[src/rtl/xbb_pkg.sv]
package xbb_pkg;
    localparam int BUF_DEPTH  = 4;
    localparam int BYTE_W     = 8;
    localparam logic [7:0] EMPTY_READ_BYTE = 8'hFF;

    // which source decides the next state this cycle, in priority order
    typedef enum logic [1:0] {
        SRC_IDLE  = 2'd0,
        SRC_FLUSH = 2'd1,
        SRC_LOAD  = 2'd2,
        SRC_HOST  = 2'd3
    } buf_src_e;

    typedef struct packed {
        logic push;
        logic pop;
    } host_op_t;

    function automatic buf_src_e pick_source(input logic fl, input logic ld,
                                             input logic wr, input logic rd);
        if (fl)            return SRC_FLUSH;
        else if (ld)       return SRC_LOAD;
        else if (wr || rd) return SRC_HOST;
        else               return SRC_IDLE;
    endfunction
endpackage

[src/rtl/xbb_ctrl.sv]
module xbb_ctrl
    import xbb_pkg::*;
#(
    parameter int DEPTH = BUF_DEPTH,
    localparam int LW = $clog2(DEPTH + 1)
) (
    input  logic          clk,
    input  logic          rst,
    input  logic          host_wr,
    input  logic          host_rd,
    input  logic          flush,
    input  logic          eng_load,
    input  logic [LW-1:0] eng_count,
    output logic [LW-1:0] level,
    output host_op_t      op,
    output logic [LW-1:0] wr_slot,
    output logic [LW-1:0] load_level,
    output buf_src_e      src
);
    localparam logic [LW-1:0] FULL_LVL = LW'(DEPTH);
    localparam logic [LW-1:0] ONE      = LW'(1);

    logic [LW-1:0] level_nxt;

    always_comb begin
        src        = pick_source(flush, eng_load, host_wr, host_rd);
        op.pop     = (src == SRC_HOST) && host_rd && (level != '0);
        op.push    = (src == SRC_HOST) && host_wr && ((level != FULL_LVL) || op.pop);
        wr_slot    = op.pop ? level - ONE : level;
        load_level = (eng_count > FULL_LVL) ? FULL_LVL : eng_count;
        level_nxt  = level;
        case (src)
            SRC_FLUSH: level_nxt = '0;
            SRC_LOAD:  level_nxt = load_level;
            SRC_HOST: begin
                if (op.pop && !op.push)      level_nxt = level - ONE;
                else if (op.push && !op.pop) level_nxt = level + ONE;
            end
            default:   level_nxt = level;
        endcase
    end

    always_ff @(posedge clk) begin
        if (rst) level <= '0;
        else     level <= level_nxt;
    end


    no_overflow_chk: assert property (@(posedge clk) disable iff (rst)
        level <= FULL_LVL);


    empty_read_hold_chk: assert property (@(posedge clk) disable iff (rst)
        (host_rd && !host_wr && !flush && !eng_load && level == '0) |=> level == '0);


    full_drop_chk: assert property (@(posedge clk) disable iff (rst)
        (host_wr && !host_rd && !flush && !eng_load && level == FULL_LVL) |=> level == FULL_LVL);


    load_level_chk: assert property (@(posedge clk) disable iff (rst)
        (eng_load && !flush && eng_count <= FULL_LVL) |=> level == $past(eng_count));


    flush_level_chk: assert property (@(posedge clk) disable iff (rst)
        flush |=> level == '0);
endmodule

[src/rtl/xbb_store.sv]
module xbb_store
    import xbb_pkg::*;
#(
    parameter int DEPTH = BUF_DEPTH,
    parameter int BW    = BYTE_W,
    localparam int LW = $clog2(DEPTH + 1)
) (
    input  logic                clk,
    input  logic                rst,
    input  buf_src_e            src,
    input  host_op_t            op,
    input  logic [LW-1:0]       wr_slot,
    input  logic [BW-1:0]       wdata,
    input  logic [DEPTH*BW-1:0] load_data,
    output logic [DEPTH*BW-1:0] view
);
    logic [BW-1:0] slot_q [DEPTH];

    for (genvar i = 0; i < DEPTH; i++) begin : g_slot
        localparam logic [LW-1:0] SLOT_IDX = LW'(i);
        logic [BW-1:0] above;
        logic [BW-1:0] kept;

        if (i == DEPTH - 1) begin : g_top
            assign above = '0;
        end else begin : g_mid
            assign above = slot_q[i+1];
        end

        assign kept = op.pop ? above : slot_q[i];

        always_ff @(posedge clk) begin
            if (rst) begin
                slot_q[i] <= '0;
            end else begin
                case (src)
                    SRC_FLUSH: slot_q[i] <= '0;
                    SRC_LOAD:  slot_q[i] <= load_data[i*BW +: BW];
                    SRC_HOST:  slot_q[i] <= (op.push && wr_slot == SLOT_IDX) ? wdata : kept;
                    default:   slot_q[i] <= slot_q[i];
                endcase
            end
        end

        assign view[i*BW +: BW] = slot_q[i];
    end


    flush_zero_chk: assert property (@(posedge clk) disable iff (rst)
        (src == SRC_FLUSH) |=> view == '0);


    pop_shift_chk: assert property (@(posedge clk) disable iff (rst)
        (src == SRC_HOST && op.pop && !op.push) |=>
            view[BW-1:0] == $past(view[2*BW-1:BW]));
endmodule

[src/rtl/xbb_flags.sv]
module xbb_flags
    import xbb_pkg::*;
#(
    parameter int DEPTH = BUF_DEPTH,
    localparam int LW = $clog2(DEPTH + 1)
) (
    input  logic          clk,
    input  logic          rst,
    input  buf_src_e      src,
    input  host_op_t      op,
    input  logic [LW-1:0] level,
    input  logic [LW-1:0] load_level,
    output logic          nonempty,
    output logic          full
);
    localparam logic [LW-1:0] FULL_LVL = LW'(DEPTH);
    localparam logic [LW-1:0] ONE      = LW'(1);

    logic first_in, last_out, fourth_in, leave_full;

    always_comb begin
        first_in   = op.push && !op.pop && (level == '0);
        last_out   = op.pop && !op.push && (level == ONE);
        fourth_in  = op.push && !op.pop && (level == FULL_LVL - ONE);
        leave_full = op.pop && !op.push && (level == FULL_LVL);
    end

    always_ff @(posedge clk) begin
        if (rst) begin
            nonempty <= 1'b0;
            full     <= 1'b0;
        end else begin
            case (src)
                SRC_FLUSH: begin
                    nonempty <= 1'b0;
                    full     <= 1'b0;
                end
                SRC_LOAD: begin
                    nonempty <= (load_level != '0);
                    full     <= (load_level == FULL_LVL);
                end
                SRC_HOST: begin
                    if (first_in)        nonempty <= 1'b1;
                    else if (last_out)   nonempty <= 1'b0;
                    if (fourth_in)       full <= 1'b1;
                    else if (leave_full) full <= 1'b0;
                end
                default: ;
            endcase
        end
    end


    nonempty_match_chk: assert property (@(posedge clk) disable iff (rst)
        nonempty == (level != '0));


    full_match_chk: assert property (@(posedge clk) disable iff (rst)
        full == (level == FULL_LVL));
endmodule

[src/rtl/xfer_byte_buf.sv]
module xfer_byte_buf
    import xbb_pkg::*;
#(
    parameter int DEPTH = BUF_DEPTH,
    parameter int BW    = BYTE_W,
    localparam int LW = $clog2(DEPTH + 1)
) (
    input  logic                clk,
    input  logic                rst,
    input  logic                host_wr,
    input  logic [BW-1:0]       host_wdata,
    input  logic                host_rd,
    output logic [BW-1:0]       host_rdata,
    input  logic                flush,
    input  logic                eng_load,
    input  logic [LW-1:0]       eng_count,
    input  logic [DEPTH*BW-1:0] eng_data,
    output logic [DEPTH*BW-1:0] buf_view,
    output logic [LW-1:0]       fill_level,
    output logic                flag_nonempty,
    output logic                flag_full
);
    host_op_t      op;
    buf_src_e      src;
    logic [LW-1:0] wr_slot;
    logic [LW-1:0] load_level;

    xbb_ctrl #(.DEPTH(DEPTH)) u_ctrl (
        .clk        (clk),
        .rst        (rst),
        .host_wr    (host_wr),
        .host_rd    (host_rd),
        .flush      (flush),
        .eng_load   (eng_load),
        .eng_count  (eng_count),
        .level      (fill_level),
        .op         (op),
        .wr_slot    (wr_slot),
        .load_level (load_level),
        .src        (src)
    );

    xbb_store #(.DEPTH(DEPTH), .BW(BW)) u_store (
        .clk       (clk),
        .rst       (rst),
        .src       (src),
        .op        (op),
        .wr_slot   (wr_slot),
        .wdata     (host_wdata),
        .load_data (eng_data),
        .view      (buf_view)
    );

    xbb_flags #(.DEPTH(DEPTH)) u_flags (
        .clk        (clk),
        .rst        (rst),
        .src        (src),
        .op         (op),
        .level      (fill_level),
        .load_level (load_level),
        .nonempty   (flag_nonempty),
        .full       (flag_full)
    );

    assign host_rdata = (fill_level == '0) ? BW'(EMPTY_READ_BYTE) : buf_view[BW-1:0];


    empty_read_value_chk: assert property (@(posedge clk) disable iff (rst)
        !flag_nonempty |-> host_rdata == BW'(EMPTY_READ_BYTE));
endmodule

[config.mk]
export PLATFORM = sky130hd
export DESIGN_NAME = xfer_byte_buf
export DESIGN_NICKNAME = d
export VERILOG_FILES = /design/src/rtl/xbb_pkg.sv /design/src/rtl/xbb_ctrl.sv /design/src/rtl/xbb_store.sv /design/src/rtl/xbb_flags.sv /design/src/rtl/xfer_byte_buf.sv
export SDC_FILE = /design/constraint.sdc
export NUM_CORES = 1
export LEC_CHECK = 0
export CELL_PAD_IN_SITES_DETAIL_PLACEMENT = 0
export CELL_PAD_IN_SITES_GLOBAL_PLACEMENT = 1
export CORE_MARGIN = 5
export CORE_UTILIZATION = 33
export DETAILED_ROUTE_END_ITERATION = 12
export HOLD_SLACK_MARGIN = 0.08
export PLACE_DENSITY_LB_ADDON = 0.1
export SLEW_MARGIN = 10
export SYNTH_ARGS = -nofsm -noshare
export SYNTH_HDL_FRONTEND = slang
export SYNTH_SLANG_ARGS = --single-unit
[constraint.sdc]
create_clock -name clk -period 4.22 [get_ports clk]
set_clock_uncertainty 0.15 [all_clocks]
set_input_delay 0.422 -clock clk [delete_from_list [all_inputs] [get_ports clk]]
set_output_delay 0.422 -clock clk [all_outputs]
set_load 0.05 [all_outputs]
==> results by group, run 1 <==
Status
  – Status: completed

Worst hold path
  – Hold crit path type: reg2reg

Run
  – MaxCap Viol Count: 0

Final layout
  – Layout Nets: 389
  – Sequential Area: 1060 sq um
  – Fillers: 711
  – Utilization after layout: 49.0%
  – Final Instance Count excl. Fillers: 434
  – Area Growth Syn to Fin: 43.8%
  – Area of the multi-input gates: 1300 sq um
  – Final instance area: 3570 sq um
  – Ratio of cells with drive above 1 in the final layout: 7.16%
  – Number of diodes: 0

Placed design
  – Placement Setup Slack: 0.919 ns
  – RD Place Congestion: 0.872
  – Post-DP Area: 3500 sq um
  – Port Buffers: 93
  – Post-placement cell count: 427
  – Dpl hpwl: 5730 um

STA
  – Crit path time final: 3.23 ns
  – WHS: 0.496 ns
  – Post-route clock period utilization: 76.6%
  – PnR worst setup slack: 0.989 ns
  – Final setup TNS: 0 ns
  – Worst-Margin Slew: 0.739 ns
  – Relative slew slack: 50.6%
  – Pins over their slew limit: 0
  – Final Setup Violations: 0
  – Final Hold Fails: 0
  – Max Freq: 309 MHz
  – RSZ-0062 raised after global routing: no

Clock tree
  – Post_cts resized: 0
  – Root Driver: clkbuf_8
  – Clk sink count: 37
  – CTS Buf Count: 5
  – Clock Tree Buf Depth: 2
  – Clock slew at reported path FFs: 0.07 ns
  – Postcts setup bufs: 0
  – Cts hold-fix bufs: 0
  – Max H-tree Level: 2
  – CTS tree: built
  – Clk_lat worst skew: 0.28 ns

Critical path
  – Worst EP required: 3.98 ns
  – Reg2reg path depth: 6
  – Critical Path Start: u_ctrl.level[1]
  – Startpoint types: flop
  – Worst R2R Start: u_ctrl.level[1]
  – WP data arrival: 2.99 ns
  – Critical-path top delay cell: a211oi_2
  – CP Max Fanout: 17
  – CP endpoint kind: flop
  – FF-to-FF End: u_store.slot_q[2][4]
  – R2r setup slk: 0.99 ns
  – Worst path top cell family by delay: compound AO/OA/AOI/OAI gates
  – Crit path to: u_store.slot_q[2][4]
  – WP depth: 6
  – Worst path cell trace: inv_1 > ha_1 > nand2b_1 > a211oi_2 > o21ai_0 > a21oi_1
  – Crit Path Category: reg2reg
  – Crit path buffers/inverters: 1
  – Slowest cell delay on critical path: 0.68 ns

Floorplan
  – Core footprint: 7290 sq um
  – Initial Util: 34.1%
  – Die W: 96.8 um
  – Ports: 94
  – Die area: 9370 sq um
  – # rows: 31
  – Die height: 96.8 um

Power
  – Gate power share: 34.9%
  – Net Sw Frac: 34.9%
  – Power density cells: 287 nW/um^2
  – NetSw: 358 uW
  – Clk pwr share: 22.1%
  – Sequential share of power: 43.0%
  – PnR Total Power: 1.03 mW
  – Leakage: 1.17 nW
  – Internal power: 668 uW
  – VDD IR-drop max: 0.000139 V

Route
  – Post-route ant nets: 0
  – Routed wire per std cell: 17.0 um
  – Via count: 2264
  – TritonRoute pass-1 iters: 4
  – # DRC: 0
  – Via/cell ratio: 5.22
  – WL final: 7390 um
  – Starting DRC count in detailed routing: 135

Logic synthesis
  – Cell count after synthesis: 247
  – Synth Net Count: 301
  – Yosys cell types: 51
  – Most used DFF post-synth: edfxtp_1
  – Yosys warns: 0
  – Post-synthesis sequential area ratio: 42.7%
  – Mean Syn Cell Area: 10.1 sq um
  – Ys async rst share: 0%
  – Syn Std Cell Area: 2480 sq um
  – FF+latch count, synth: 37
  – EDFF count, synth: 32

Global route
  – Initial antenna violation count: 0
  – Global-route wire length before repair: 12200 um
  – Grt total ovfl: 0
  – Vias in the first global route: 2352
  – Largest net degree at the start of global routing: 50
  – Total track usage: 15.7%
-- worst register-to-register path: stages, from the launching register on --
cell      delay [ns]
dfxtp_1         0.37
inv_1           0.18
ha_1            0.32
nand2b_1        0.42
a211oi_2        0.68
o21ai_0         0.16
a21oi_1         0.59
-- synth_stat cells, types with 4 or more instances --
master / instances / area (sq um)
nand2_1: 50 / 188
edfxtp_1: 32 / 961
o2111ai_1: 24 / 210
o211ai_1: 24 / 180
nand2b_1: 11 / 68.8
clkbuf_1: 9 / 33.8
a22o_1: 8 / 70.1
a21oi_1: 6 / 30.0
o21ai_0: 6 / 30.0
buf_2: 5 / 25.0
dfxtp_1: 5 / 100
ha_1: 5 / 62.6
buf_6: 4 / 45.0
inv_1: 4 / 15.0
-- logic make-up (layout without fill, tap and decap cells) --
| group | count (synthesis) | in the layout | share of synthesized area, % |
|---|---|---|---|
| AOI/OAI and AO/OA | 93 | 93 | 30.4 |
| xor gates and xnor gates | 1 | 1 | 0.353 |
| adders and majority gates | 5 | 5 | 2.52 |
| buffers and inverters | 25 | 113 | 5.34 |
| DFF | 37 | 37 | 42.7 |
| muxes | 1 | 1 | 0.403 |
| and+or+nand+nor | 85 | 85 | 18.3 |
-- worst min path at each step --
| stage | start | endpoint | cells after the start |
|---|---|---|---|
| global placement | u_store.slot_q[1][2] | u_store.slot_q[0][2] | 2 |
| CTS | u_store.slot_q[1][2] | u_store.slot_q[0][2] | 2 |
| floorplan | rst | u_flags.full | 1 |
| detailed placement | u_store.slot_q[1][2] | u_store.slot_q[0][2] | 2 |
| finish | u_store.slot_q[1][2] | u_store.slot_q[0][2] | 2 |
| global route | u_store.slot_q[1][1] | u_store.slot_q[0][1] | 2 |
-- cell usage in the layout, fill, tap and decap left out, drive strengths merged, types with 6 or more instances in the layout --
cell type      Yosys  layout
clkdlybuf4s50      0      93
nand2             50      50
edfxtp            32      32
o2111ai           24      24
o211ai            24      24
nand2b            11      11
a22o               8       8
buf                9       8
o21ai              6       6
a21oi              6       6
clkbuf            11       6
-- registers in the layout, indices dropped and copies added (netlist names) --
register / flops
u_ctrl.level: 3
u_flags.full: 1
u_flags.nonempty: 1
u_store.slot_q: 32
-- metal layers --
metal / part of all wire [%] / vias to the layer above / track usage, %
li1: - / 1157 / -
met1: 46 / 993 / 22.1
met2: 43 / 110 / 23.2
met3: 9.3 / 4 / 5.40
met4: 0.95 / 0 / 3.78
met5: 0 / - / 0
-- layout make-up --
cell class                 instances  share of cell area (%)
clock inverter                     1                   0.105
multi-input combinational        185                    36.4
timing repair buffer             101                    27.7
sequential                        37                    29.7
tap                               99                    3.47
clock buffer                       6                    2.03
inverter                           5                   0.525
-- power groups by stage --
stage	Combinational, mW	Sequential (mW)	Clock (mW)
2_1_floorplan	0.127	0.538	0
3_3_place_gp	0.359	0.450	0
3_5_place_dp	0.359	0.450	0
4_1_cts	0.360	0.442	0.236
5_1_grt	0.379	0.446	0.246
6_report	0.358	0.442	0.226
(Power assumes the default switching activity.)
==> run 2: changes to the inputs <==
--- a/config.mk
+++ b/config.mk
@@ -8,7 +8,7 @@
 export CELL_PAD_IN_SITES_DETAIL_PLACEMENT = 0
 export CELL_PAD_IN_SITES_GLOBAL_PLACEMENT = 1
 export CORE_MARGIN = 5
-export CORE_UTILIZATION = 33
+export CORE_UTILIZATION = 30
 export DETAILED_ROUTE_END_ITERATION = 12
 export HOLD_SLACK_MARGIN = 0.08
 export PLACE_DENSITY_LB_ADDON = 0.1
==> constraint.sdc (replaced) <==
create_clock -name clk -period 2.81 [get_ports clk]
set_clock_uncertainty 0.15 [all_clocks]
set_input_delay 0.281 -clock clk [delete_from_list [all_inputs] [get_ports clk]]
set_output_delay 0.281 -clock clk [all_outputs]
set_load 0.05 [all_outputs]
==> run 2 against run 1 <==
Effect of this change:
- first-iteration DRC count is 41% higher
- sequential power increased by 50%
- non-clock buffer count increased by 14
- setup slack got worse by 0.73 ns
- routed wire length is 3.8% higher
- largest power group unchanged
- highest routed layer unchanged
==> results by group, run 2 (synthesis results as in run 1) <==
Critical path
  – Worst EP required: 2.71 ns
  – CP Max Fanout: 13
  – R2r setup slk: 0.26 ns
  – Worst path cell trace: clkinv_2 > ha_1 > buf_4 > nor4bb_2 > a2111oi_4 > buf_4 > o211a_1 > a22o_1
  – Slowest cell delay on critical path: 0.41 ns
  – Critical-path top delay cell: dfxtp_4
  – CP endpoint kind: flop
  – Startpoint types: flop
  – Most used cell, CP: buf_4
  – WP data arrival: 2.46 ns
  – Crit Path Category: reg2reg

Final layout
  – Final Instance Count excl. Fillers: 455
  – Ratio of cells with drive above 1 in the final layout: 16.0%
  – Area Growth Syn to Fin: 50.5%
  – Fillers: 791
  – Largest registers: u_store.slot_q (32), u_ctrl.level (3)
  – Number of diodes: 0
  – Layout Nets: 403
  – Utilization after layout: 46.0%
  – Commonest non-fill, non-tap cell in the layout: clkdlybuf4s50_1
  – Most frequent cells in the layout: clkdlybuf4s50_1 (85), nand2_1 (50), edfxtp_1 (32)
  – Most flop-heavy register: u_store.slot_q
  – Max reg flops: 32

Floorplan
  – Die area: 10200 sq um
  – Die height: 101 um
  – # rows: 33
  – Core footprint: 8130 sq um
  – Initial Util: 30.5%
  – Ports: 94
  – Die W: 101 um

Global route
  – Total track usage: 15.5%
  – Global-route wire length before repair: 12500 um
  – Grt total ovfl: 0
  – Vias in the first global route: 2456
  – Largest net degree at the start of global routing: 42
  – Initial antenna violation count: 0

STA
  – Relative slew slack: 65.0%
  – Post-route clock period utilization: 90.8%
  – Final Setup Violations: 0
  – Final setup TNS: 0 ns
  – PnR worst setup slack: 0.260 ns
  – Max Freq: 392 MHz
  – Worst-Margin Slew: 0.524 ns
  – Crit path time final: 2.55 ns
  – Pins over their slew limit: 0
  – Final Hold Fails: 0
  – RSZ-0062 raised after global routing: no

Clock tree
  – Clk sink count: 37
  – Clock Tree Buf Depth: 2
  – Clock slew at reported path FFs: 0.08 ns
  – Root Driver: clkbuf_8
  – CTS Buf Count: 5
  – Cts hold-fix bufs: 0
  – Max H-tree Level: 2
  – Postcts setup bufs: 0
  – CTS tree: built
  – Post_cts resized: 0
  – Clk_lat worst skew: 0.29 ns

Placed design
  – Placement Setup Slack: 0.127 ns
  – Dpl hpwl: 6030 um
  – Post-placement cell count: 447
  – Port Buffers: 93
  – RD Place Congestion: 0.813

Run
  – MaxCap Viol Count: 0

Route
  – Routed wire per std cell: 16.8 um
  – Via count: 2391
  – Starting DRC count in detailed routing: 191
  – TritonRoute pass-1 iters: 4
  – Post-route ant nets: 0
  – Via/cell ratio: 5.25
  – # DRC: 0
  – WL final: 7670 um

Status
  – Status: completed

Power
  – Power density cells: 451 nW/um^2
  – VDD IR-drop max: 0.000299 V
  – Leakage: 1.26 nW
  – PnR Total Power: 1.69 mW

Worst hold path
  – Hold crit path type: reg2reg
-- run 2: cell count changes in the layout (fill, tap and decap cells not counted), moves of 2 or more --
cell             previous run  this run
a21oi_2                     0         4
buf_4                       8        29
a21oi_1                     6         2
clkdlybuf4s50_1            93        85
dfxtp_1                     5         3
-- run 2: per-stage QoR --
stage	area [sq um]	hold slack, ns
6_report	3740	0.471
5_1_grt	3740	0.506
4_1_cts	3730	0.473
3_5_place_dp	3620	0.461
3_3_place_gp	3620	0.463
2_1_floorplan	2510	0.194
-- run 2: critical path: cells and delay by family, from the launching register on --
family	cells	cell delay, ns
DFF	1	0.41
buffers and inverters	3	0.55
and+or+nand+nor	1	0.38
adders and majority gates	1	0.32
AOI/OAI and AO/OA	3	0.50
-- run 2: layout make-up --
class                      count  area (sq um)  share of cell area (%)
multi-input combinational    185          1320                    35.4
timing repair buffer         115          1090                    29.1
sequential                    37          1070                    28.5
tap                          105           131                    3.51
clock buffer                   5          68.8                    1.84
clock inverter                 3          41.3                    1.10
inverter                       5          20.0                   0.535
-- run 2: power breakdown --
group / leakage [nW] / switching (mW) / internal (mW) / total (mW)
sequential: 0.413 / 0.0272 / 0.638 / 0.665
clock: 0.0518 / 0.205 / 0.261 / 0.466
combinational: 0.798 / 0.344 / 0.210 / 0.554
-- run 2: final timing paths --
check,from,cells past startpoint,end
max,u_ctrl.level[0],8,u_store.slot_q[3][1]
min reg2reg,u_flags.nonempty,2,u_flags.nonempty
max reg2reg,u_ctrl.level[0],8,u_store.slot_q[3][1]
min,u_flags.nonempty,2,u_flags.nonempty
-- run 2: per-layer routing --
| layer | routed length [um] | global-route usage (%) | vias to the layer above |
|---|---|---|---|
| li1 | - | - | 1190 |
| met1 | 3550 | 21.3 | 1112 |
| met2 | 3430 | 23.9 | 83 |
| met3 | 586 | 4.36 | 6 |
| met4 | 95 | 4.09 | 0 |
| met5 | 0 | 0 | - |
==> run 3: changes to the inputs <==
--- a/config.mk
+++ b/config.mk
@@ -16,3 +16,4 @@
 export SYNTH_ARGS = -nofsm -noshare
 export SYNTH_HDL_FRONTEND = slang
 export SYNTH_SLANG_ARGS = --single-unit
+export TNS_END_PERCENT = 20
==> results of run 3 <==
Same layout as run 2: the final DEF is identical, and so are final timing and power.
